--- config.mk ---
export PLATFORM = sky130hd
export DESIGN_NAME = flash_cmd_decoder
export DESIGN_NICKNAME = d
export VERILOG_FILES = /design/src/rtl/fcs_pkg.sv /design/src/rtl/fcs_addr_match.sv /design/src/rtl/fcs_busy_timer.sv /design/src/rtl/fcs_pair_track.sv /design/src/rtl/flash_cmd_decoder.sv
export SDC_FILE = /design/constraint.sdc
export NUM_CORES = 1
export LEC_CHECK = 0
export ABC_CLOCK_PERIOD_IN_PS = 3490
export BUFFER_PORTS_ARGS = -buffer_cell sky130_fd_sc_hd__buf_4
export CAP_MARGIN = 40
export CORE_ASPECT_RATIO = 1.75
export CORE_MARGIN = 8
export CORE_UTILIZATION = 50
export CTS_BUF_LIST = sky130_fd_sc_hd__clkbuf_8
export DETAILED_ROUTE_END_ITERATION = 8
export GPL_TIMING_DRIVEN = 1
export PLACE_DENSITY = 0.87
export SKIP_LAST_GASP = 1
export SLEW_MARGIN = 0
export SYNTH_ARGS = -nofsm -noshare
export SYNTH_HDL_FRONTEND = slang
export SYNTH_SLANG_ARGS = --single-unit
--- constraint.sdc ---
create_clock -name clk_i -period 3.49 [get_ports clk_i]
set_input_delay 0.5235 -clock clk_i [delete_from_list [all_inputs] [get_ports clk_i]]
set_output_delay 0.5235 -clock clk_i [all_outputs]
set_load 0.05 [all_outputs]
--- src/rtl/fcs_pkg.sv ---
package fcs_pkg;
  localparam int DATA_W   = 32;
  localparam int STATUS_W = 16;

  localparam int SB_BUSY = 0;
  localparam int SB_PROG = 4;
  localparam int SB_ERS  = 5;
  localparam int SB_PAGE = 6;
  localparam int SB_SERR = 10;
  localparam int SB_PERR = 11;
  localparam int SB_UNP  = 12;

  localparam int N_TGT = 6;
  localparam int T_CMD = 0;
  localparam int T_KEY = 1;
  localparam int T_LVL = 2;
  localparam int T_FIN = 3;
  localparam int T_LO  = 4;
  localparam int T_HI  = 5;
  localparam logic [15:0] TGT_OFF [N_TGT] =
    '{16'h5554, 16'hAAA8, 16'h553C, 16'h5558, 16'h55F0, 16'h55F4};

  localparam logic [DATA_W-1:0] C_UNL = 32'hAA;
  localparam logic [DATA_W-1:0] C_KEY = 32'h55;
  localparam logic [DATA_W-1:0] C_ERS = 32'h80;
  localparam logic [DATA_W-1:0] C_PGM = 32'hA0;
  localparam logic [DATA_W-1:0] C_CFG = 32'hC0;
  localparam logic [DATA_W-1:0] C_SCT = 32'h30;
  localparam logic [DATA_W-1:0] C_ENT = 32'h50;
  localparam logic [DATA_W-1:0] C_CLR = 32'hF5;
  localparam logic [DATA_W-1:0] C_GO  = 32'h05;
  localparam logic [DATA_W-1:0] C_LVL_MAX = 32'd2;

  typedef enum logic [1:0] {
    OP_SECT_ERASE = 2'd0,
    OP_CFG_ERASE  = 2'd1,
    OP_PAGE_PROG  = 2'd2,
    OP_CFG_PROG   = 2'd3
  } op_kind_e;

  typedef enum logic [3:0] {
    ST_IDLE, ST_UL1, ST_UL2, ST_ER3, ST_ER4, ST_ER5,
    ST_PW3, ST_UP3, ST_UP4, ST_UP5
  } seq_state_e;
endpackage

--- src/rtl/fcs_addr_match.sv ---
module fcs_addr_match import fcs_pkg::*; #(
  parameter int ADDR_W = 16
) (
  input  logic [ADDR_W-1:0] addr_i,
  output logic [N_TGT-1:0]  hit_o
);
  for (genvar g = 0; g < N_TGT; g++) begin : g_tgt
    assign hit_o[g] = (addr_i == ADDR_W'(TGT_OFF[g]));
  end
endmodule

--- src/rtl/fcs_busy_timer.sv ---
module fcs_busy_timer #(
  parameter int CYC = 20
) (
  input  logic clk_i,
  input  logic rst_ni,
  input  logic start_i,
  output logic busy_o
);
  localparam int CNT_W = $clog2(CYC + 1);
  logic [CNT_W-1:0] cnt_q;

  always_ff @(posedge clk_i or negedge rst_ni) begin
    if (!rst_ni)            cnt_q <= '0;
    else if (start_i)       cnt_q <= CNT_W'(CYC);
    else if (cnt_q != '0)   cnt_q <= cnt_q - 1'b1;
  end

  assign busy_o = (cnt_q != '0);
endmodule

--- src/rtl/fcs_pair_track.sv ---
module fcs_pair_track #(
  parameter int PAIRS = 32,
  localparam int CNT_W = $clog2(PAIRS + 1)
) (
  input  logic             clk_i,
  input  logic             rst_ni,
  input  logic             clr_i,
  input  logic             lo_i,
  input  logic             hi_i,
  output logic             lo_pend_o,
  output logic [CNT_W-1:0] cnt_o,
  output logic             full_o
);
  logic [CNT_W-1:0] cnt_q;
  logic             lo_q;

  always_ff @(posedge clk_i or negedge rst_ni) begin
    if (!rst_ni) begin
      cnt_q <= '0;
      lo_q  <= 1'b0;
    end else if (clr_i) begin
      cnt_q <= '0;
      lo_q  <= 1'b0;
    end else if (lo_i) begin
      lo_q  <= 1'b1;
    end else if (hi_i) begin
      lo_q  <= 1'b0;
      cnt_q <= cnt_q + 1'b1;
    end
  end

  assign lo_pend_o = lo_q;
  assign cnt_o     = cnt_q;
  assign full_o    = (cnt_q == CNT_W'(PAIRS));
endmodule

--- src/rtl/flash_cmd_decoder.sv ---
module flash_cmd_decoder import fcs_pkg::*; #(
  parameter int          ADDR_W      = 16,
  parameter int          BUSY_CYCLES = 20,
  parameter int          PAGE_BYTES  = 256,
  parameter logic [31:0] KEY1        = 32'h1234_5678,
  parameter logic [31:0] KEY2        = 32'h9ABC_DEF0,
  localparam int         PAIRS       = PAGE_BYTES / 8,
  localparam int         PCNT_W      = $clog2(PAIRS + 1)
) (
  input  logic                clk_i,
  input  logic                rst_ni,
  input  logic                wr_en_i,
  input  logic [ADDR_W-1:0]   wr_addr_i,
  input  logic [DATA_W-1:0]   wr_data_i,
  output logic [STATUS_W-1:0] status_o,
  output logic                op_valid_o,
  output logic [1:0]          op_kind_o,
  output logic [ADDR_W-1:0]   op_addr_o,
  output logic [PCNT_W-1:0]   pairs_o
);
  logic [N_TGT-1:0] hit;
  logic busy, lo_pend, full;
  seq_state_e state_q, state_d;
  logic cfg_q, cfg_d, pw_ok_q, pw_ok_d;
  logic pm_q, prog_q, ers_q, serr_q, perr_q, unp_q;
  logic ev_err, ev_clr, ev_ent, ev_ers, ev_pgm, ev_cfg, ev_unp, ev_badpw;
  logic lo_ok, hi_ok, op_go, pg_clr;

  fcs_addr_match #(.ADDR_W(ADDR_W)) u_match (.addr_i(wr_addr_i), .hit_o(hit));

  fcs_busy_timer #(.CYC(BUSY_CYCLES)) u_timer (
    .clk_i(clk_i), .rst_ni(rst_ni), .start_i(op_go), .busy_o(busy));

  fcs_pair_track #(.PAIRS(PAIRS)) u_pairs (
    .clk_i(clk_i), .rst_ni(rst_ni), .clr_i(pg_clr), .lo_i(lo_ok), .hi_i(hi_ok),
    .lo_pend_o(lo_pend), .cnt_o(pairs_o), .full_o(full));

  wire d_unl = (wr_data_i == C_UNL);
  wire d_key = (wr_data_i == C_KEY);
  wire d_cfg = (wr_data_i == C_CFG);
  wire d_lvl = (wr_data_i <= C_LVL_MAX);

  always_comb begin
    state_d  = state_q;
    cfg_d    = cfg_q;
    pw_ok_d  = pw_ok_q;
    ev_err   = 1'b0; ev_clr = 1'b0; ev_ent = 1'b0;
    ev_ers   = 1'b0; ev_pgm = 1'b0; ev_cfg = 1'b0;
    ev_unp   = 1'b0; ev_badpw = 1'b0;
    lo_ok    = 1'b0; hi_ok = 1'b0;
    if (wr_en_i) begin
      if (busy) begin
        ev_err = 1'b1;
      end else begin
        // a step that matches nothing falls through as an error
        state_d = ST_IDLE;
        ev_err  = 1'b1;
        unique case (state_q)
          ST_IDLE: begin
            if (hit[T_CMD] && d_unl) begin
              state_d = ST_UL1; ev_err = 1'b0;
            end else if (hit[T_CMD] && wr_data_i == C_ENT) begin
              ev_ent = 1'b1; ev_err = 1'b0;
            end else if (hit[T_CMD] && wr_data_i == C_CLR) begin
              ev_clr = 1'b1; ev_err = 1'b0;
            end else if (hit[T_LO] && pm_q && !lo_pend && !full) begin
              lo_ok = 1'b1; ev_err = 1'b0;
            end else if (hit[T_HI] && pm_q && lo_pend) begin
              hi_ok = 1'b1; ev_err = 1'b0;
            end
          end
          ST_UL1: if (hit[T_KEY] && d_key) begin state_d = ST_UL2; ev_err = 1'b0; end
          ST_UL2: begin
            if (hit[T_CMD] && wr_data_i == C_ERS) begin
              state_d = ST_ER3; ev_err = 1'b0;
            end else if (hit[T_CMD] && (wr_data_i == C_PGM || d_cfg)) begin
              state_d = ST_PW3; cfg_d = d_cfg; ev_err = 1'b0;
            end else if (hit[T_LVL] && d_lvl) begin
              state_d = ST_UP3; ev_err = 1'b0;
            end
          end
          ST_ER3: if (hit[T_CMD] && d_unl) begin state_d = ST_ER4; ev_err = 1'b0; end
          ST_ER4: if (hit[T_KEY] && d_key) begin state_d = ST_ER5; ev_err = 1'b0; end
          ST_ER5: if (wr_data_i == C_SCT || d_cfg) begin
            ev_ers = 1'b1; ev_cfg = d_cfg; ev_err = 1'b0;
          end
          ST_PW3: if (d_unl && pm_q) begin
            ev_pgm = 1'b1; ev_cfg = cfg_q; ev_err = 1'b0;
          end
          ST_UP3: if (hit[T_KEY]) begin
            state_d = ST_UP4; pw_ok_d = (wr_data_i == KEY1); ev_err = 1'b0;
          end
          ST_UP4: if (hit[T_KEY]) begin
            state_d = ST_UP5; pw_ok_d = pw_ok_q && (wr_data_i == KEY2); ev_err = 1'b0;
          end
          ST_UP5: if (hit[T_FIN] && wr_data_i == C_GO) begin
            ev_unp = pw_ok_q; ev_badpw = !pw_ok_q; ev_err = 1'b0;
          end
          default: ;
        endcase
      end
    end
  end

  assign op_go  = ev_ers | ev_pgm;
  assign pg_clr = ev_ent | ev_pgm;

  always_ff @(posedge clk_i or negedge rst_ni) begin
    if (!rst_ni) begin
      state_q <= ST_IDLE;
      cfg_q   <= 1'b0;
      pw_ok_q <= 1'b0;
      pm_q    <= 1'b0;
      prog_q  <= 1'b0;
      ers_q   <= 1'b0;
      serr_q  <= 1'b0;
      perr_q  <= 1'b0;
      unp_q   <= 1'b0;
    end else begin
      state_q <= state_d;
      cfg_q   <= cfg_d;
      pw_ok_q <= pw_ok_d;
      if (ev_ent)      pm_q <= 1'b1;
      else if (ev_pgm) pm_q <= 1'b0;
      if (ev_clr) begin
        prog_q <= 1'b0;
        ers_q  <= 1'b0;
        serr_q <= 1'b0;
        perr_q <= 1'b0;
      end else begin
        if (ev_pgm)   prog_q <= 1'b1;
        if (ev_ers)   ers_q  <= 1'b1;
        if (ev_err)   serr_q <= 1'b1;
        if (ev_badpw) perr_q <= 1'b1;
      end
      if (ev_unp) unp_q <= 1'b1;
    end
  end

  always_ff @(posedge clk_i or negedge rst_ni) begin
    if (!rst_ni) begin
      op_valid_o <= 1'b0;
      op_kind_o  <= OP_SECT_ERASE;
      op_addr_o  <= '0;
    end else begin
      op_valid_o <= op_go;
      if (op_go) begin
        op_addr_o <= wr_addr_i;
        if (ev_ers) op_kind_o <= ev_cfg ? OP_CFG_ERASE : OP_SECT_ERASE;
        else        op_kind_o <= ev_cfg ? OP_CFG_PROG  : OP_PAGE_PROG;
      end
    end
  end

  always_comb begin
    status_o          = '0;
    status_o[SB_BUSY] = busy;
    status_o[SB_PROG] = prog_q;
    status_o[SB_ERS]  = ers_q;
    status_o[SB_PAGE] = pm_q;
    status_o[SB_SERR] = serr_q;
    status_o[SB_PERR] = perr_q;
    status_o[SB_UNP]  = unp_q;
  end
endmodule

# After elaboration in Yosys (flattened, before gate mapping)
# Index checks and enable logic that the tools add are counted.
totals:
  latchBits: 0
  regBits: 43
  mem_bits_ro: 0
  n_memories: 0
  ram_bits: 0
  out_inout_bits: 41
classes:
  reduce_logical: 37
  n_lt_le_gt_ge: 1
  n_mul: 0
  n_div: 0
  n_eq_ne: 30
  n_bitwise: 4
  add_sub_neg: 2
  mux: 98
  n_shift: 0
ops:
  columns: ["operator", "count"]
  rows:
  - ["32-bit by 8-bit == test with 1-bit output (second input constant)", 5]
  - ["16-bit by 15-bit == test with 1-bit output (second input constant)", 5]
  - ["1-bit two-way mux", 80]
  - ["32-bit by 7-bit == test with 1-bit output (second input constant)", 2]
  - ["32-bit by 29-bit == test with 1-bit output (second input constant)", 1]
  - ["32-bit by 3-bit == test with 1-bit output (second input constant)", 1]
  - ["32-bit == test (second input constant)", 1]
  - ["32-bit by 6-bit == test with 1-bit output (second input constant)", 1]
  - ["32-bit by 2-bit less-or-equal comparator with 1-bit output (second input constant)", 1]
  - ["4-bit case mux with 7 select lines", 1]
  - ["6-bit two-way mux", 3]
  - ["16-bit == test (second input constant)", 1]
  - ["4-bit by 3-bit == test with 1-bit output (second input constant)", 4]
  - ["2-bit nonzero test", 8]
  - ["1-bit logical AND", 15]
  - ["3-bit two-way mux", 5]
  - ["5-bit two-way mux", 2]
  - ["5-bit AND reduction", 2]
  - ["4-bit by 2-bit == test with 1-bit output (second input constant)", 2]
  - ["4-bit == test (second input constant)", 2]
  - ["4-bit two-way mux", 2]
  - ["1-bit case mux with 8 select lines", 1]
  - ["6-bit by 1-bit adder with 6-bit output (second input constant)", 1]
  - ["6-bit == test (second input constant)", 1]
  - ["15 further kinds", 25]

# Longest topological paths before layout
depth:
  word_depth: 14
  ltp_mapped: 11

# By module
# Synthesis repeated with hierarchy kept, for this count alone.
unflattened:
  hier_cells: 315
  hier_area_um2: 2964.1
by_module_without_submodules:
  columns: ["module", "instances", "cells_per_inst", "area_each_um2"]
  rows:
  - ["flash_cmd_decoder", 1, 233, 2132.0]
  - ["fcs_pair_track", 1, 39, 392.9]
  - ["fcs_busy_timer", 1, 25, 259.0]
  - ["fcs_addr_match", 1, 18, 180.2]

# Worst setup path before layout
# No wires, ideal clock.
synth_timing:
  path_kind: "in2reg"
  startpoint: "in wr_data_i[11]"
  endpoint: "reg serr_q"
  setup_time_ns: 0.124
  stages: 7
  n_path_buf: 0
  setup_slack_ns: 1.106
  required_ns: 3.366
  t_arrival_ns: 2.260
  path_cell_list: "nor4_1 > nand4_1 > or2_4 > or4_1 > a311o_1 > a21oi_1 > a21oi_1"
synth_via:
  elab_chain_cells: 9
  elab_cells_between_ends: 43
  cone_classes: "1 x order compare; 9 x eq/ne; 21 x mux; 12 x reduce/logical"
synth_rtl:
  columns: ["element", "line", "source"]
  rows:
  - ["start: declaration", "flash_cmd_decoder.sv:14", "input logic [DATA_W-1:0] wr_data_i,"]
  - ["32-bit by 2-bit less-or-equal comparator with 1-bit output (tied with other cells)", "flash_cmd_decoder.sv:41", "wire d_lvl = (wr_data_i <= C_LVL_MAX);"]
  - ["1-bit logical AND (tied with other cells)", "flash_cmd_decoder.sv:78", "end else if (hit[T_LVL] && d_lvl) begin"]
  - ["1-bit two-way mux (tied with other cells)", "flash_cmd_decoder.sv:78", null]
  - ["1-bit two-way mux (on tied branches)", "flash_cmd_decoder.sv:76, flash_cmd_decoder.sv:62", null]
  - ["1-bit two-way mux (on tied branches)", "flash_cmd_decoder.sv:74, flash_cmd_decoder.sv:60", null]
  - ["1-bit case mux with 8 select lines or 1-bit two-way mux (tied branches)", "flash_cmd_decoder.sv:58", "unique case (state_q)"]
  - ["1-bit two-way mux", "flash_cmd_decoder.sv:52", "if (busy) begin"]
  - ["1-bit two-way mux", "flash_cmd_decoder.sv:51", "if (wr_en_i) begin"]
  - ["2-bit nonzero test (no line) or 1-bit two-way mux (tied branches)", null, null]
  - ["end signal: assignment", "flash_cmd_decoder.sv:116", "serr_q <= 1'b0;"]
  - ["end signal: assignment", "flash_cmd_decoder.sv:128", "serr_q <= 1'b0;"]
  - ["end signal: assignment", "flash_cmd_decoder.sv:133", "if (ev_err) serr_q <= 1'b1;"]
  - ["end: declaration", "flash_cmd_decoder.sv:25", "logic pm_q, prog_q, ers_q, serr_q, perr_q, unp_q;"]
# Several ways; a longest one is shown, not always the timed one.
# A chain may end at the register's enable or synchronous reset.

# Worst setup path in the final report
layout_timing:
  startpoint: "in wr_data_i[15]"
  endpoint: "reg serr_q"
# The elaborated chain is that of the path after synthesis.

==> impl_metrics.toml <==
[worst_hold_path]
hold_path_class = "primary input to async pin"

[cells_and_area]
fin_cells = 459
layout-area-overhead-vs-synth_pct = 25.13
insertedDiodeCount = 0
layout_commonest_cell = "buf_4"
layout-drive-gt1-share = 0.3185
final_nets = 436
final_cell_mix = "84 x buf_4, 43 x dfrtp_1, 31 x nor2_1"
regArea_um2 = 1076
final_util = 0.6359
fillers = 497
multiInputGateArea_um2 = 1544

[floorplan]
die_y_um = 114.9
die_w_um = 72.50
core_um2 = 5495
io_pins = 92
dieArea_um2 = 8327
start_util = 0.5082
rows = 36

[routing]
firstDrtPassIters = 4
routed_wirelength_um = 8349
vias = 2676
drt-initial-drc-count = 219
drcViolationCount = 0
ant_nets = 0
drt-vias-per-instance = 5.830
post_drt_wl_per_cell_um = 18.19

[logic_synthesis]
ys_top_cells_by_area = "dfrtp_1 39%, mux2_2 4.4%, buf_4 4.3%"
ys_seq_area_frac = 0.3853
synth_cells = 307
yosys_warnings = 0
async_flop_share = 1.000
ys.flop_type = "dfrtp_1"
synth_top_cell_by_area = "dfrtp_1"
synth_cell_types = 54
ys_ff_latch = 43
synth.avg_cell_area_um2 = 9.097
synth_area_um2 = 2793
synth-edff-count = 0
synth_top_cell_area_share = 0.3853

[setup_path]
endpoint_kind = "flip-flop"
crit_type = "primary input to flip-flop"
crit_path_start_kind = "primary input"
cp.required_ns = 3.67
cp_max_fo = 4
cp_data_arrival_time_ns = 2.82

[grt]
track_usage = 0.2022
grt_antenna_before_repair = 0
grt_pass1_wl_um = 13430
grt_overflow = 0
grt_pass1_vias = 2796
grt_max_degree = 44

[sta]
worst_pin_slew_ns = 0.7573
setup_viol = 0
tns_ns = 0
slew_headroom = 0.4905
finalHoldViolations = 0
rsz0062_at_grt = "false"
finalCriticalPeriod_ns = 2.638
slew_violations = 0
max_freq_mhz = 379.1
period_share = 0.7559
fin_skew_ns = 0.007659

[placed_design]
place_congestion = 0.9067
dp.cells = 451
port_buffers = 82
place.detailed.hpwl_um = 6708

[clocking]
cts_tree = "done"
clock-sinks = 43
clkTransAtPathRegs_ns = 0.08
numCtsBuffers = 5
cts_max_level = 2
root_buffer = "clkbuf_8"
cts_buffer_depth = 2
cts_setup_buffers = 0
cts_resized = 0
clkLatencyLatePin_ns = 0.30
cts_hold_buf = 0

[status]
status = "finished clean"

[power]
powerDensity_nw_per_um2 = 274.3
ir_drop_mv = 0.2594
leakagePower_uw = 0.001697

[flow_run]
max-cap-violations = 0
==> layer usage <==
| metal | track usage | wire length, um |
|---|---|---|
| met1 | 0.2121 | 2978 |
| met2 | 0.3689 | 4627 |
| met3 | 0.03406 | 411 |
| met4 | 0.1075 | 331 |
| met5 | 0 | 0 |
==> Yosys cell counts, types with 2 or more instances <==
cell type / number
mux2i_1: 2
nor4_1: 10
mux2_2: 11
o21ai_0: 10
and4_1: 3
or2_2: 2
a22oi_1: 2
and3b_1: 2
a21oi_1: 9
or3_1: 2
a211oi_1: 2
o31ai_1: 3
a311oi_1: 2
a31oi_1: 2
a21o_1: 3
o21a_1: 2
and2_1: 2
o211ai_1: 2
dfrtp_1: 43
nand3b_1: 2
inv_1: 10
nor2_1: 31
xnor2_1: 3
and4bb_2: 2
nand2_1: 28
ha_1: 3
nor3_1: 19
nand3_1: 15
nand4_1: 16
clkbuf_1: 4
nor4bb_1: 5
nand4b_1: 2
xor2_1: 4
buf_4: 16
nor2b_1: 3
nor4b_1: 2
and3_1: 3
buf_2: 3
mux2_4: 7
==> metrics by stage <==
stage	power, uW	setup WS (ns)	area, um^2	hold slack, ns
after global placement	625.4	0.6629	3383	0.4449
after detailed placement	627.4	0.5893	3398	0.4483
final	958.7	0.8518	3495	0.2066
after CTS	961.7	0.9071	3495	0.2233
after global routing	989.4	0.6688	3495	0.2529
after floorplan	563.2	1.106	2823	0.2279
==> layout make-up <==
class | instances | area share
Multi-Input combinational cell | 237 | 0.4418
Sequential cell | 43 | 0.3079
Clock inverter | 2 | 0.003938
Tap cell | 76 | 0.02721
Inverter | 10 | 0.01074
Timing Repair Buffer | 85 | 0.1847
Clock buffer | 6 | 0.02363
==> critical path, stage by stage <==
cell,delay (ns)
buf_4,0.11
nor4_1,0.39
nand4_1,0.27
or2_4,0.33
nor4_1,0.51
and4_1,0.44
o21bai_1,0.16
a21oi_1,0.08
==> logic make-up (layout without fill, tap and decap cells) <==
kind of cell    after synthesis  count (layout)  synth area share
buf+inv                      35             103           0.07258
simple gates                157             157            0.3217
other cells                   1               9          0.001343
xor+xnor                      7               7           0.02195
compound gates               41              41           0.09453
fa+ha+maj                     3               3           0.01344
flops                        43              43            0.3853
mux                          20              20           0.08916
==> final timing paths <==
path	from	end	slack, ns	depth (start not counted)
hold reg to reg	unp_q$_DFFE_PN0P_	unp_q$_DFFE_PN0P_	0.46	1
min in group clk_i	unp_q$_DFFE_PN0P_	unp_q$_DFFE_PN0P_	0.46	1
max in group asynchronous	rst_ni	op_addr_o[4]$_DFFE_PN0P_	2.91	1
setup reg to reg	state_q[1]$_DFFE_PN0P_	serr_q$_DFFE_PN0P_	0.90	6
setup / recovery	wr_data_i[15]	serr_q$_DFFE_PN0P_	0.85	8
hold / removal	rst_ni	op_addr_o[7]$_DFFE_PN0P_	0.21	1
==> where the power goes <==
group	switching, uW	leakage, uW	total, uW	internal [uW]
logic	72.2	0.00107	121	48.8
registers	0.00679	0.000575	498	498
clock network	178	0.0000516	340	162
total	250	0.00170	959	708
==> flip-flops by register name, indices dropped and copies added (netlist names), 2 cells and up <==
signal and cells:
op_addr_o 16, u_pairs.cnt_o 6, state_q 4, u_timer.cnt_q 5, op_kind_o 2
(Power assumes the default switching activity.)
